### config.mk
export PLATFORM = sky130hd
export DESIGN_NAME = ivt_timer
export DESIGN_NICKNAME = d
export VERILOG_FILES = /design/src/rtl/ivt_pkg.sv /design/src/rtl/ivt_regs.sv /design/src/rtl/ivt_channel.sv /design/src/rtl/ivt_merge.sv /design/src/rtl/ivt_timer.sv
export SDC_FILE = /design/constraint.sdc
export NUM_CORES = 1
export LEC_CHECK = 0
export CORE_MARGIN = 5
export CORE_UTILIZATION = 57
export CTS_CLUSTER_DIAMETER = 100
export CTS_CLUSTER_SIZE = 28
export DETAILED_ROUTE_END_ITERATION = 10
export GPL_TIMING_DRIVEN = 0
export PLACE_DENSITY = 0.8
export SYNTH_ARGS = -nofsm -noshare
export SYNTH_HDL_FRONTEND = slang
export SYNTH_SLANG_ARGS = --single-unit
### constraint.sdc
create_clock -name clk_i -period 2.8 [get_ports clk_i]
set_input_delay 0.56 -clock clk_i [delete_from_list [all_inputs] [get_ports clk_i]]
set_output_delay 0.56 -clock clk_i [all_outputs]
set_load 0.01 [all_outputs]
### src/rtl/ivt_pkg.sv
package ivt_pkg;
  localparam int DEF_NCH = 8;
  localparam int DEF_CW  = 16;
  localparam int DEF_AW  = 6;

  // Control register order after the load-value window
  typedef enum int {
    OFS_EN    = 0,
    OFS_STOP  = 1,
    OFS_TRIG  = 2,
    OFS_FORCE = 3,
    OFS_FLAG  = 4,
    OFS_XMODE = 5
  } ctrl_ofs_e;

  // Byte offset of byte b of channel ch's load value
  function automatic int load_addr(int ch, int b, int lb);
    return ch * lb + b;
  endfunction

  // Offset of a control register, placed right after the load window
  function automatic int ctrl_addr(int nch, int lb, ctrl_ofs_e ofs);
    return nch * lb + int'(ofs);
  endfunction
endpackage

### src/rtl/ivt_regs.sv
module ivt_regs import ivt_pkg::*; #(
  parameter int NCH = DEF_NCH,
  parameter int CW  = DEF_CW,
  parameter int AW  = DEF_AW
) (
  input  logic                     clk_i,
  input  logic                     rst_ni,
  input  logic                     we_i,
  input  logic [AW-1:0]            addr_i,
  input  logic [7:0]               wdata_i,
  output logic [7:0]               rdata_o,
  input  logic [NCH-1:0]           to_i,
  output logic [NCH-1:0][CW-1:0]   load_o,
  output logic [NCH-1:0]           en_o,
  output logic [NCH-1:0]           stop_o,
  output logic [NCH-1:0]           trig_o,
  output logic [NCH-1:0]           xmode_o,
  output logic [NCH-1:0]           force_o,
  output logic [NCH-1:0]           flag_o
);
  localparam int LB      = CW / 8;
  localparam int A_EN    = NCH * LB + int'(OFS_EN);
  localparam int A_STOP  = NCH * LB + int'(OFS_STOP);
  localparam int A_TRIG  = NCH * LB + int'(OFS_TRIG);
  localparam int A_FORCE = NCH * LB + int'(OFS_FORCE);
  localparam int A_FLAG  = NCH * LB + int'(OFS_FLAG);
  localparam int A_XMODE = NCH * LB + int'(OFS_XMODE);

  logic [NCH-1:0][CW-1:0] load_q;
  logic [NCH-1:0]         en_q, stop_q, trig_q, xmode_q, flag_q;
  logic                   wr_en, wr_stop, wr_trig, wr_force, wr_flag, wr_xmode;
  logic [NCH-1:0]         flag_clr;

  assign wr_en    = we_i && (addr_i == AW'(A_EN));
  assign wr_stop  = we_i && (addr_i == AW'(A_STOP));
  assign wr_trig  = we_i && (addr_i == AW'(A_TRIG));
  assign wr_force = we_i && (addr_i == AW'(A_FORCE));
  assign wr_flag  = we_i && (addr_i == AW'(A_FLAG));
  assign wr_xmode = we_i && (addr_i == AW'(A_XMODE));

  assign flag_clr = wr_flag ? wdata_i[NCH-1:0] : '0;
  assign force_o  = wr_force ? wdata_i[NCH-1:0] : '0;

  always_ff @(posedge clk_i or negedge rst_ni) begin
    if (!rst_ni) begin
      load_q  <= '0;
      en_q    <= '0;
      stop_q  <= '0;
      trig_q  <= '0;
      xmode_q <= '0;
      flag_q  <= '0;
    end else begin
      for (int c = 0; c < NCH; c++) begin
        for (int b = 0; b < LB; b++) begin
          if (we_i && (addr_i == AW'(load_addr(c, b, LB))))
            load_q[c][b*8 +: 8] <= wdata_i;
        end
      end
      if (wr_en)    en_q    <= wdata_i[NCH-1:0];
      if (wr_stop)  stop_q  <= wdata_i[NCH-1:0];
      if (wr_trig)  trig_q  <= wdata_i[NCH-1:0];
      if (wr_xmode) xmode_q <= wdata_i[NCH-1:0];
      // a time-out in the same cycle beats a clear
      flag_q <= to_i | (flag_q & ~flag_clr);
    end
  end

  always_comb begin
    rdata_o = 8'h00;
    for (int c = 0; c < NCH; c++) begin
      for (int b = 0; b < LB; b++) begin
        if (addr_i == AW'(load_addr(c, b, LB)))
          rdata_o = load_q[c][b*8 +: 8];
      end
    end
    if (addr_i == AW'(A_EN))    rdata_o = 8'(en_q);
    if (addr_i == AW'(A_STOP))  rdata_o = 8'(stop_q);
    if (addr_i == AW'(A_TRIG))  rdata_o = 8'(trig_q);
    if (addr_i == AW'(A_FLAG))  rdata_o = 8'(flag_q);
    if (addr_i == AW'(A_XMODE)) rdata_o = 8'(xmode_q);
  end

  assign load_o  = load_q;
  assign en_o    = en_q;
  assign stop_o  = stop_q;
  assign trig_o  = trig_q;
  assign xmode_o = xmode_q;
  assign flag_o  = flag_q;

  for (genvar c = 0; c < NCH; c++) begin : g_flag_chk
    // a time-out always leaves its flag set
    assert_flag_set_R8: assert property (@(posedge clk_i) disable iff (!rst_ni)
      to_i[c] |=> flag_q[c]);
  end
endmodule

### src/rtl/ivt_channel.sv
module ivt_channel import ivt_pkg::*; #(
  parameter int CW = DEF_CW
) (
  input  logic          clk_i,
  input  logic          rst_ni,
  input  logic          tick_i,
  input  logic          en_i,
  input  logic          stop_i,
  input  logic          force_i,
  input  logic          xmode_i,
  input  logic          ext_i,
  input  logic [CW-1:0] load_i,
  output logic          to_o
);
  function automatic logic expired(logic [CW-1:0] v);
    return v == '0;
  endfunction

  function automatic logic [CW-1:0] dec(logic [CW-1:0] v);
    return v - CW'(1);
  endfunction

  logic [CW-1:0] cnt_q;
  logic          stop_w_q, halted_q, en_q;
  logic          en_rise, ext_go, restart, count_ok, to_ev;

  assign en_rise  = en_i & ~en_q;
  assign ext_go   = xmode_i & ext_i & halted_q;
  assign restart  = en_i & (en_rise | force_i | ext_go);
  assign count_ok = en_i & ~halted_q & tick_i & ~restart;
  assign to_ev    = count_ok & expired(cnt_q);
  assign to_o     = to_ev;

  always_ff @(posedge clk_i or negedge rst_ni) begin
    if (!rst_ni) begin
      cnt_q    <= '0;
      stop_w_q <= 1'b0;
      halted_q <= 1'b0;
      en_q     <= 1'b0;
    end else begin
      en_q <= en_i;
      if (restart) begin
        cnt_q    <= load_i;
        stop_w_q <= stop_i;
        halted_q <= 1'b0;
      end else if (count_ok) begin
        if (expired(cnt_q)) begin
          if (stop_w_q) begin
            halted_q <= 1'b1;
          end else begin
            cnt_q    <= load_i;
            stop_w_q <= stop_i;
          end
        end else begin
          cnt_q <= dec(cnt_q);
        end
      end
    end
  end

  // a disabled channel holds its count
  assert_frozen_R3: assert property (@(posedge clk_i) disable iff (!rst_ni)
    !en_i |=> $stable(cnt_q));
  // any restart takes the load value present at that edge
  assert_restart_load_R6: assert property (@(posedge clk_i) disable iff (!rst_ni)
    restart |=> (cnt_q == $past(load_i)));
  // halting only follows a time-out under a set working stop copy
  assert_halt_cause_R5: assert property (@(posedge clk_i) disable iff (!rst_ni)
    $rose(halted_q) |-> $past(to_ev && stop_w_q));
  // a halted channel stays halted until restarted
  assert_halt_hold_R5: assert property (@(posedge clk_i) disable iff (!rst_ni)
    (halted_q && !restart) |=> halted_q);
  // the working stop copy moves only at restart or reload
  assert_stopw_R4: assert property (@(posedge clk_i) disable iff (!rst_ni)
    !$stable(stop_w_q) |-> $past(restart || to_ev));
endmodule

### src/rtl/ivt_merge.sv
module ivt_merge #(
  parameter int NCH = 8
) (
  input  logic           clk_i,
  input  logic           rst_ni,
  input  logic [NCH-1:0] to_i,
  input  logic [NCH-1:0] trig_i,
  output logic [NCH-1:0] tout_o,
  output logic           comb_o
);
  logic [NCH-1:0] tout_q;
  logic           comb_q;

  always_ff @(posedge clk_i or negedge rst_ni) begin
    if (!rst_ni) begin
      tout_q <= '0;
      comb_q <= 1'b0;
    end else begin
      tout_q <= to_i;
      comb_q <= |(to_i & trig_i);
    end
  end

  assign tout_o = tout_q;
  assign comb_o = comb_q;

  // the combined pulse never appears without a channel pulse
  assert_comb_subset_R9: assert property (@(posedge clk_i) disable iff (!rst_ni)
    comb_q |-> (|tout_q));
  // a selected time-out always reaches the combined output
  assert_comb_cause_R9: assert property (@(posedge clk_i) disable iff (!rst_ni)
    (|(to_i & trig_i)) |=> comb_q);
  // each pulse mirrors a time-out of the previous cycle
  assert_tout_cause_R10: assert property (@(posedge clk_i) disable iff (!rst_ni)
    (|tout_q) |-> $past(|to_i));
endmodule

### src/rtl/ivt_timer.sv
module ivt_timer import ivt_pkg::*; #(
  parameter int NCH = DEF_NCH,
  parameter int CW  = DEF_CW,
  parameter int AW  = DEF_AW
) (
  input  logic           clk_i,
  input  logic           rst_ni,
  input  logic           tick_i,
  input  logic           bus_we_i,
  input  logic [AW-1:0]  bus_addr_i,
  input  logic [7:0]     bus_wdata_i,
  output logic [7:0]     bus_rdata_o,
  input  logic [NCH-1:0] ext_trig_i,
  output logic [NCH-1:0] tout_o,
  output logic           comb_trig_o
);
  logic [NCH-1:0][CW-1:0] load_w;
  logic [NCH-1:0]         en_w, stop_w, trig_w, xmode_w, force_w, flag_w, to_w;

  ivt_regs #(.NCH(NCH), .CW(CW), .AW(AW)) u_regs (
    .clk_i   (clk_i),
    .rst_ni  (rst_ni),
    .we_i    (bus_we_i),
    .addr_i  (bus_addr_i),
    .wdata_i (bus_wdata_i),
    .rdata_o (bus_rdata_o),
    .to_i    (to_w),
    .load_o  (load_w),
    .en_o    (en_w),
    .stop_o  (stop_w),
    .trig_o  (trig_w),
    .xmode_o (xmode_w),
    .force_o (force_w),
    .flag_o  (flag_w)
  );

  for (genvar c = 0; c < NCH; c++) begin : g_ch
    ivt_channel #(.CW(CW)) u_ch (
      .clk_i   (clk_i),
      .rst_ni  (rst_ni),
      .tick_i  (tick_i),
      .en_i    (en_w[c]),
      .stop_i  (stop_w[c]),
      .force_i (force_w[c]),
      .xmode_i (xmode_w[c]),
      .ext_i   (ext_trig_i[c]),
      .load_i  (load_w[c]),
      .to_o    (to_w[c])
    );
  end

  ivt_merge #(.NCH(NCH)) u_merge (
    .clk_i  (clk_i),
    .rst_ni (rst_ni),
    .to_i   (to_w),
    .trig_i (trig_w),
    .tout_o (tout_o),
    .comb_o (comb_trig_o)
  );

  // a visible pulse always finds its flag set
  assert_pulse_flag_R8: assert property (@(posedge clk_i) disable iff (!rst_ni)
    (tout_o & ~flag_w) == '0);
endmodule

==> results.cfg, run 1 <==
[power_and_ir_drop]
ir_drop_uv = 620
power_density_nw_per_um2 = 698
power.leakage_nw = 8.74

[clocking]
cts_buffer_depth = 3
htreeDepth = 1
insertion_delay_ns = 0.52
cts-root-buf = clkbuf_16
clk_pin_slew_ns = 0.10
cts_buffers = 15
cts_hold_buffers = 0
cts_tree = yes
clock_sinks = 329

[setup_path]
rr_startpoint = g_ch[7].u_ch.cnt_q[6]
critical_path_depth = 9
reg2reg_to = g_ch[7].u_ch.cnt_q[15]
crit_path_end = bus_rdata_o[5]
cp_max_fo = 4
reg2reg_slack_ns = 0.06
crit_path_frequent_cell = a221oi_2
cp-startpoint = bus_addr_i[5]
slowest_stage = or4b_4
crit_type = in2out
cp-end-kind = output pin
path_delay_family = compound AO/OA/AOI/OAI gates
critPathMaxStageDelay_ns = 0.56
path_buf_inv = 3
start_kind = primary input
cp.arrival_ns = 2.73
cp_data_required_time_ns = 2.24
reg2reg_depth = 8
crit_chain = buf_12 -> clkbuf_16 -> or4b_4 -> nor2_4 -> a221oi_2 -> a221oi_2 -> o221ai_2 -> a2111oi_4 -> buf_2

[synthesis]
synth_area_leader_cell = dfrtp_1
syn_nets = 1948
syn_avg_cell_area_um2 = 9.29
synth_area_um2 = 17800
yosysMostFrequentCell = dfrtp_1
synthTopCellsByCount = dfrtp_1 (329), nand2_1 (215), o21ai_0 (202)
ys_seq_elements = 329
yosysUniqueCellTypes = 95
synth_edf_count = 0
ys_warn_count = 0
synthFlopType = dfrtp_1
synth-seq-area-share = 0.463
synth_top_area_share = 0.463
postSynthCellCount = 1913
async_reset_ff_frac = 1.00
yosys-top-cells-area = dfrtp_1 (46%), o21ai_0 (5.7%), mux2_2 (5.2%), nand2_1 (4.5%), nor2_1 (3.4%)

[timing]
max_freq_mhz = 304
final-hold-violation-count = 0
period_minus_slack_ns = 3.29
finalCritPeriodShare = 1.17
slew_headroom = 0.231
worst_pin_slew_ns = 1.15
finalSetupViolCount = 8
finalMaxSlewViolations = 0
setup_tns_ns = -2.49
rsz0062_at_grt = true
final.setup.worst_slack_ns = -0.490
skew_ns = 0.0207

[route]
route.detailed.drc = 0
vias = 16700
drt-total-wl_mm = 62.1
wire_per_inst_um = 25.7
dr.pass1.iters = 7
drtIter0Drc = 2183
postRouteAntennaNets = 0
via_per_inst = 6.94

[job]
max_cap_viol_count = 0

[global_route]
grt_pass1_vias = 15500
antenna_found_initial = 0
track_usage = 0.341
grt-ovfl-total = 0
grt_max_degree = 120
grt_pass1_wl_mm = 94.7

[floorplanning]
core.rowCount = 64
initial_core_util = 0.580
io_pins = 43
die_h_um = 187
fp.dieW_um = 187
dieArea_um2 = 34800
core-area_um2 = 30700

[worst_hold_path]
min_path_type = in2async

[final_layout]
areaGrowthSynthToFinish_pct = 15.0
seqCellArea_um2 = 8230
antennaDiodeCount = 0
drive_above_1_share = 0.183
fin_cells = 2412
final_nets = 2051
fillers = 2448
multi_input_area_um2 = 9510

[place]
io_buffers = 39
gp_congestion = 1.06
dp.cells = 2350
hpwl_mm = 44.4

[outcome]
status = complete, but fails checks
violations = negative setup slack
-- metal layers --
metal | GRT usage | vias to the layer above | part of all wire
li1 | - | 7328 | -
met1 | 0.503 | 8251 | 0.41
met2 | 0.519 | 977 | 0.44
met3 | 0.0600 | 176 | 0.11
met4 | 0.107 | 0 | 0.040
met5 | 0 | - | 0
-- cells in the final DEF, fill, tap and decap left out, types with 22 or more instances in the layout --
cell type	instances
dfrtp_1	328
nand2_1	205
o21ai_0	194
nor2_1	146
a21oi_1	109
mux2_2	82
inv_1	58
nor3_1	58
clkbuf_1	47
buf_4	46
nand3_1	40
mux2i_1	35
a31oi_1	30
o22ai_1	26
or3_1	22
-- layout make-up --
| type | instances | share of cell area |
|---|---|---|
| multi-input cells | 1414 | 0.466 |
| well taps | 396 | 0.0243 |
| clock inverters | 1 | 0.000429 |
| plain buffers | 105 | 0.0352 |
| clock buffers | 16 | 0.0186 |
| repair buffers | 91 | 0.0417 |
| flip-flops and latches | 329 | 0.403 |
| inverters | 60 | 0.0113 |
-- power by group --
part	switching [mW]	internal (mW)	total (mW)
combinational	2.57	1.89	4.45
sequential	1.41	5.90	7.31
clock	1.52	0.987	2.51
-- state kept, by name, indices dropped and copies added, names as in the netlist --
signal,cells
u_regs.trig_o,8
u_regs.flag_o,8
g_ch.u_ch.stop_w_q,8
u_regs.en_o,8
g_ch.u_ch.cnt_q,128
u_regs.stop_o,8
u_merge.comb_o,1
g_ch.u_ch.halted_q,8
u_regs.xmode_o,8
g_ch.u_ch.en_q,8
u_merge.tout_o,8
u_regs.load_o,128
-- cell families after synthesis --
group,after synthesis,synth area share
buffers and inverters,170,0.0396
xor gates and xnor gates,2,0.000986
AOI/OAI and AO/OA,608,0.222
muxes,127,0.0836
and+or+nand+nor,668,0.184
DFF,329,0.463
adders and majority gates,9,0.00634
-- repair_timing --
action	4_1_cts	5_1_grt
gates cloned	0	1
gates resized for setup	213	92
pin swaps	28	25
setup endpoints to repair	197	117
buffers inserted	25	25
-- how the worst min path moves through the flow --
stage,endpoint,from,slack (ns)
after floorplan,g_ch[0].u_ch.cnt_q[0],rst_ni,0.26
after global placement,g_ch[4].u_ch.en_q,u_regs.en_o[4],0.36
after detailed placement,g_ch[4].u_ch.en_q,u_regs.en_o[4],0.36
after CTS,g_ch[2].u_ch.cnt_q[8],rst_ni,0.17
after global routing,g_ch[2].u_ch.cnt_q[10],rst_ni,0.19
final,g_ch[2].u_ch.cnt_q[10],rst_ni,0.14
-- through the flow --
stage | setup WS, ns | util | hold WS, ns | power (mW) | instance area (µm²)
3_5_place_dp | -2.26 | 0.613 | 0.363 | 11.4 | 18800
6_report | -0.490 | 0.666 | 0.136 | 14.3 | 20400
4_1_cts | -0.419 | 0.651 | 0.166 | 14.0 | 20000
5_1_grt | -0.484 | 0.666 | 0.194 | 15.1 | 20400
3_3_place_gp | -12.90 | 0.611 | 0.359 | 11.2 | 18700
2_1_floorplan | -0.106 | - | 0.264 | 9.93 | 17800
Note: power is estimated with default switching activity, not from simulation.
==> run 2: changes to the inputs <==
--- a/config.mk
+++ b/config.mk
@@ -10,7 +10,7 @@
 export CTS_CLUSTER_DIAMETER = 100
 export CTS_CLUSTER_SIZE = 28
 export DETAILED_ROUTE_END_ITERATION = 10
-export GPL_TIMING_DRIVEN = 0
+export MAX_ROUTING_LAYER = met4
 export PLACE_DENSITY = 0.8
 export SYNTH_ARGS = -nofsm -noshare
 export SYNTH_HDL_FRONTEND = slang
==> run 2 against run 1 <==
Effect of this change:
- maximum frequency rose by 7.3%
- clock power barely moved
- the run still ends with negative setup slack left
- critical endpoint unchanged
- largest cell class unchanged
- highest routed layer unchanged
- die area did not move
- cell area rose by 8.3%
==> results.cfg, run 2 (same netlist as run 1, synthesis figures left out) <==
[clocking]
cts_buffers = 15
clk_pin_slew_ns = 0.10
cts-root-buf = clkbuf_16
clock_sinks = 329
cts_tree = yes
insertion_delay_ns = 0.53
htreeDepth = 1
cts_buffer_depth = 3

[outcome]
violations = negative setup slack
status = complete, but fails checks

[place]
gp_congestion = 1.08
io_buffers = 42
hpwl_mm = 46.2

[timing]
max_freq_mhz = 326
finalMaxSlewViolations = 0
setup_tns_ns = -1.28
rsz0062_at_grt = true
finalCritPeriodShare = 1.09
final-hold-violation-count = 0
final.setup.worst_slack_ns = -0.266
holdWs_ns = 0.0553
slew_headroom = 0.518
worst_pin_slew_ns = 0.722
finalSetupViolCount = 8
skew_ns = 0.0254
period_minus_slack_ns = 3.07

[job]
max_cap_viol_count = 0

[power_and_ir_drop]
power_density_nw_per_um2 = 670
ir_drop_uv = 664
power.leakage_nw = 9.81

[route]
via_per_inst = 6.62
wire_per_inst_um = 24.0
route.detailed.drc = 0
drt-total-wl_mm = 62.6
drtIter0Drc = 1994
postRouteAntennaNets = 0
dr.pass1.iters = 5
vias = 17200

[final_layout]
mostFrequentLayoutCell = dfrtp_1
multi_input_area_um2 = 9410
final_cell_mix = dfrtp_1 (329), buf_4 (299), nand2_1 (210)
drive_above_1_share = 0.268
final_nets = 2241
areaGrowthSynthToFinish_pct = 24.5
postLayoutCoreUtil = 0.721
fillers = 2327
seqCellArea_um2 = 8230

[global_route]
grtUsageMet3 = 0.0572
grt-busiest-layer = met2
grt_pass1_wl_mm = 97.9
gr-usage-met1 = 0.512
met2_usage = 0.540
grt_pass1_vias = 16500
track_usage = 0.360
antenna_found_initial = 0
grt_max_degree = 84
grt-ovfl-total = 0

[floorplanning]
fp.dieW_um = 187
core-area_um2 = 30700
dieArea_um2 = 34800
die_h_um = 187
initial_core_util = 0.580
core.rowCount = 64
io_pins = 43

[setup_path]
cp.arrival_ns = 2.51
start_kind = primary input
crit_type = in2out
cp_data_required_time_ns = 2.24
cp_max_fo = 3
cp-end-kind = output pin
reg2reg_slack_ns = 0.09

[worst_hold_path]
min_path_type = in2async
-- run 2: critical path, stage by stage --
cell and delay (ns):
buf_8 0.10, or4b_4 0.56, nor2_4 0.12, a221oi_2 0.08, a221oi_2 0.33, o221ai_1 0.17
a2111oi_2 0.31, buf_4 0.18, buf_6 0.09
-- run 2: layout make-up --
| class | count | area share |
|---|---|---|
| Antenna cell | 2 | 0.000226 |
| Clock buffer | 16 | 0.0171 |
| Clock inverter | 1 | 0.000396 |
| Inverter | 60 | 0.0102 |
| Multi-Input combinational cell | 1414 | 0.425 |
| Sequential cell | 329 | 0.372 |
| Tap cell | 396 | 0.0224 |
| Timing Repair Buffer | 386 | 0.152 |
-- run 2: worst paths after layout --
kind | cells after the start | from | to
hold / removal | 1 | rst_ni | g_ch[2].u_ch.cnt_q[6]
min in group clk_i | 1 | g_ch[5].u_ch.cnt_q[11] | g_ch[5].u_ch.cnt_q[11]
hold reg to reg | 1 | g_ch[5].u_ch.cnt_q[11] | g_ch[5].u_ch.cnt_q[11]
setup reg to reg | 9 | g_ch[6].u_ch.cnt_q[1] | g_ch[6].u_ch.cnt_q[0]
max in group asynchronous | 2 | rst_ni | u_regs.load_o[86]
setup / recovery | 9 | bus_addr_i[2] | bus_rdata_o[5]
-- run 2: report_power, final --
| part | internal [mW] | switching (mW) |
|---|---|---|
| logic | 2.37 | 2.72 |
| registers | 5.90 | 1.30 |
| clock network | 0.987 | 1.54 |
-- run 2: what timing repair did --
action | in CTS | in global routing
pin swaps | 50 | 29
endpoints found under the setup margin | 108 | 55
hold buffers | 0 | 0
buffers inserted | 28 | 5
resized for setup | 166 | 49
-- run 2: metal layers --
metal / routed length, µm / share of wire
met5: 0 / 0
met4: 2180 / 0.035
met3: 5610 / 0.090
met2: 28300 / 0.45
met1: 26400 / 0.42
-- run 2: stage by stage --
| stage | instances | power (mW) | setup WS [ns] | instance area [µm²] |
|---|---|---|---|---|
| floorplan | 1913 | 9.93 | -0.106 | 17800 |
| finish | 2604 | 14.8 | -0.266 | 22100 |
| global placement | 2557 | 11.8 | -1.26 | 20800 |
| CTS | 2600 | 14.6 | -0.239 | 21900 |
| global route | 2602 | 15.7 | -0.382 | 22100 |
| detailed placement | 2557 | 12.1 | -1.30 | 20800 |
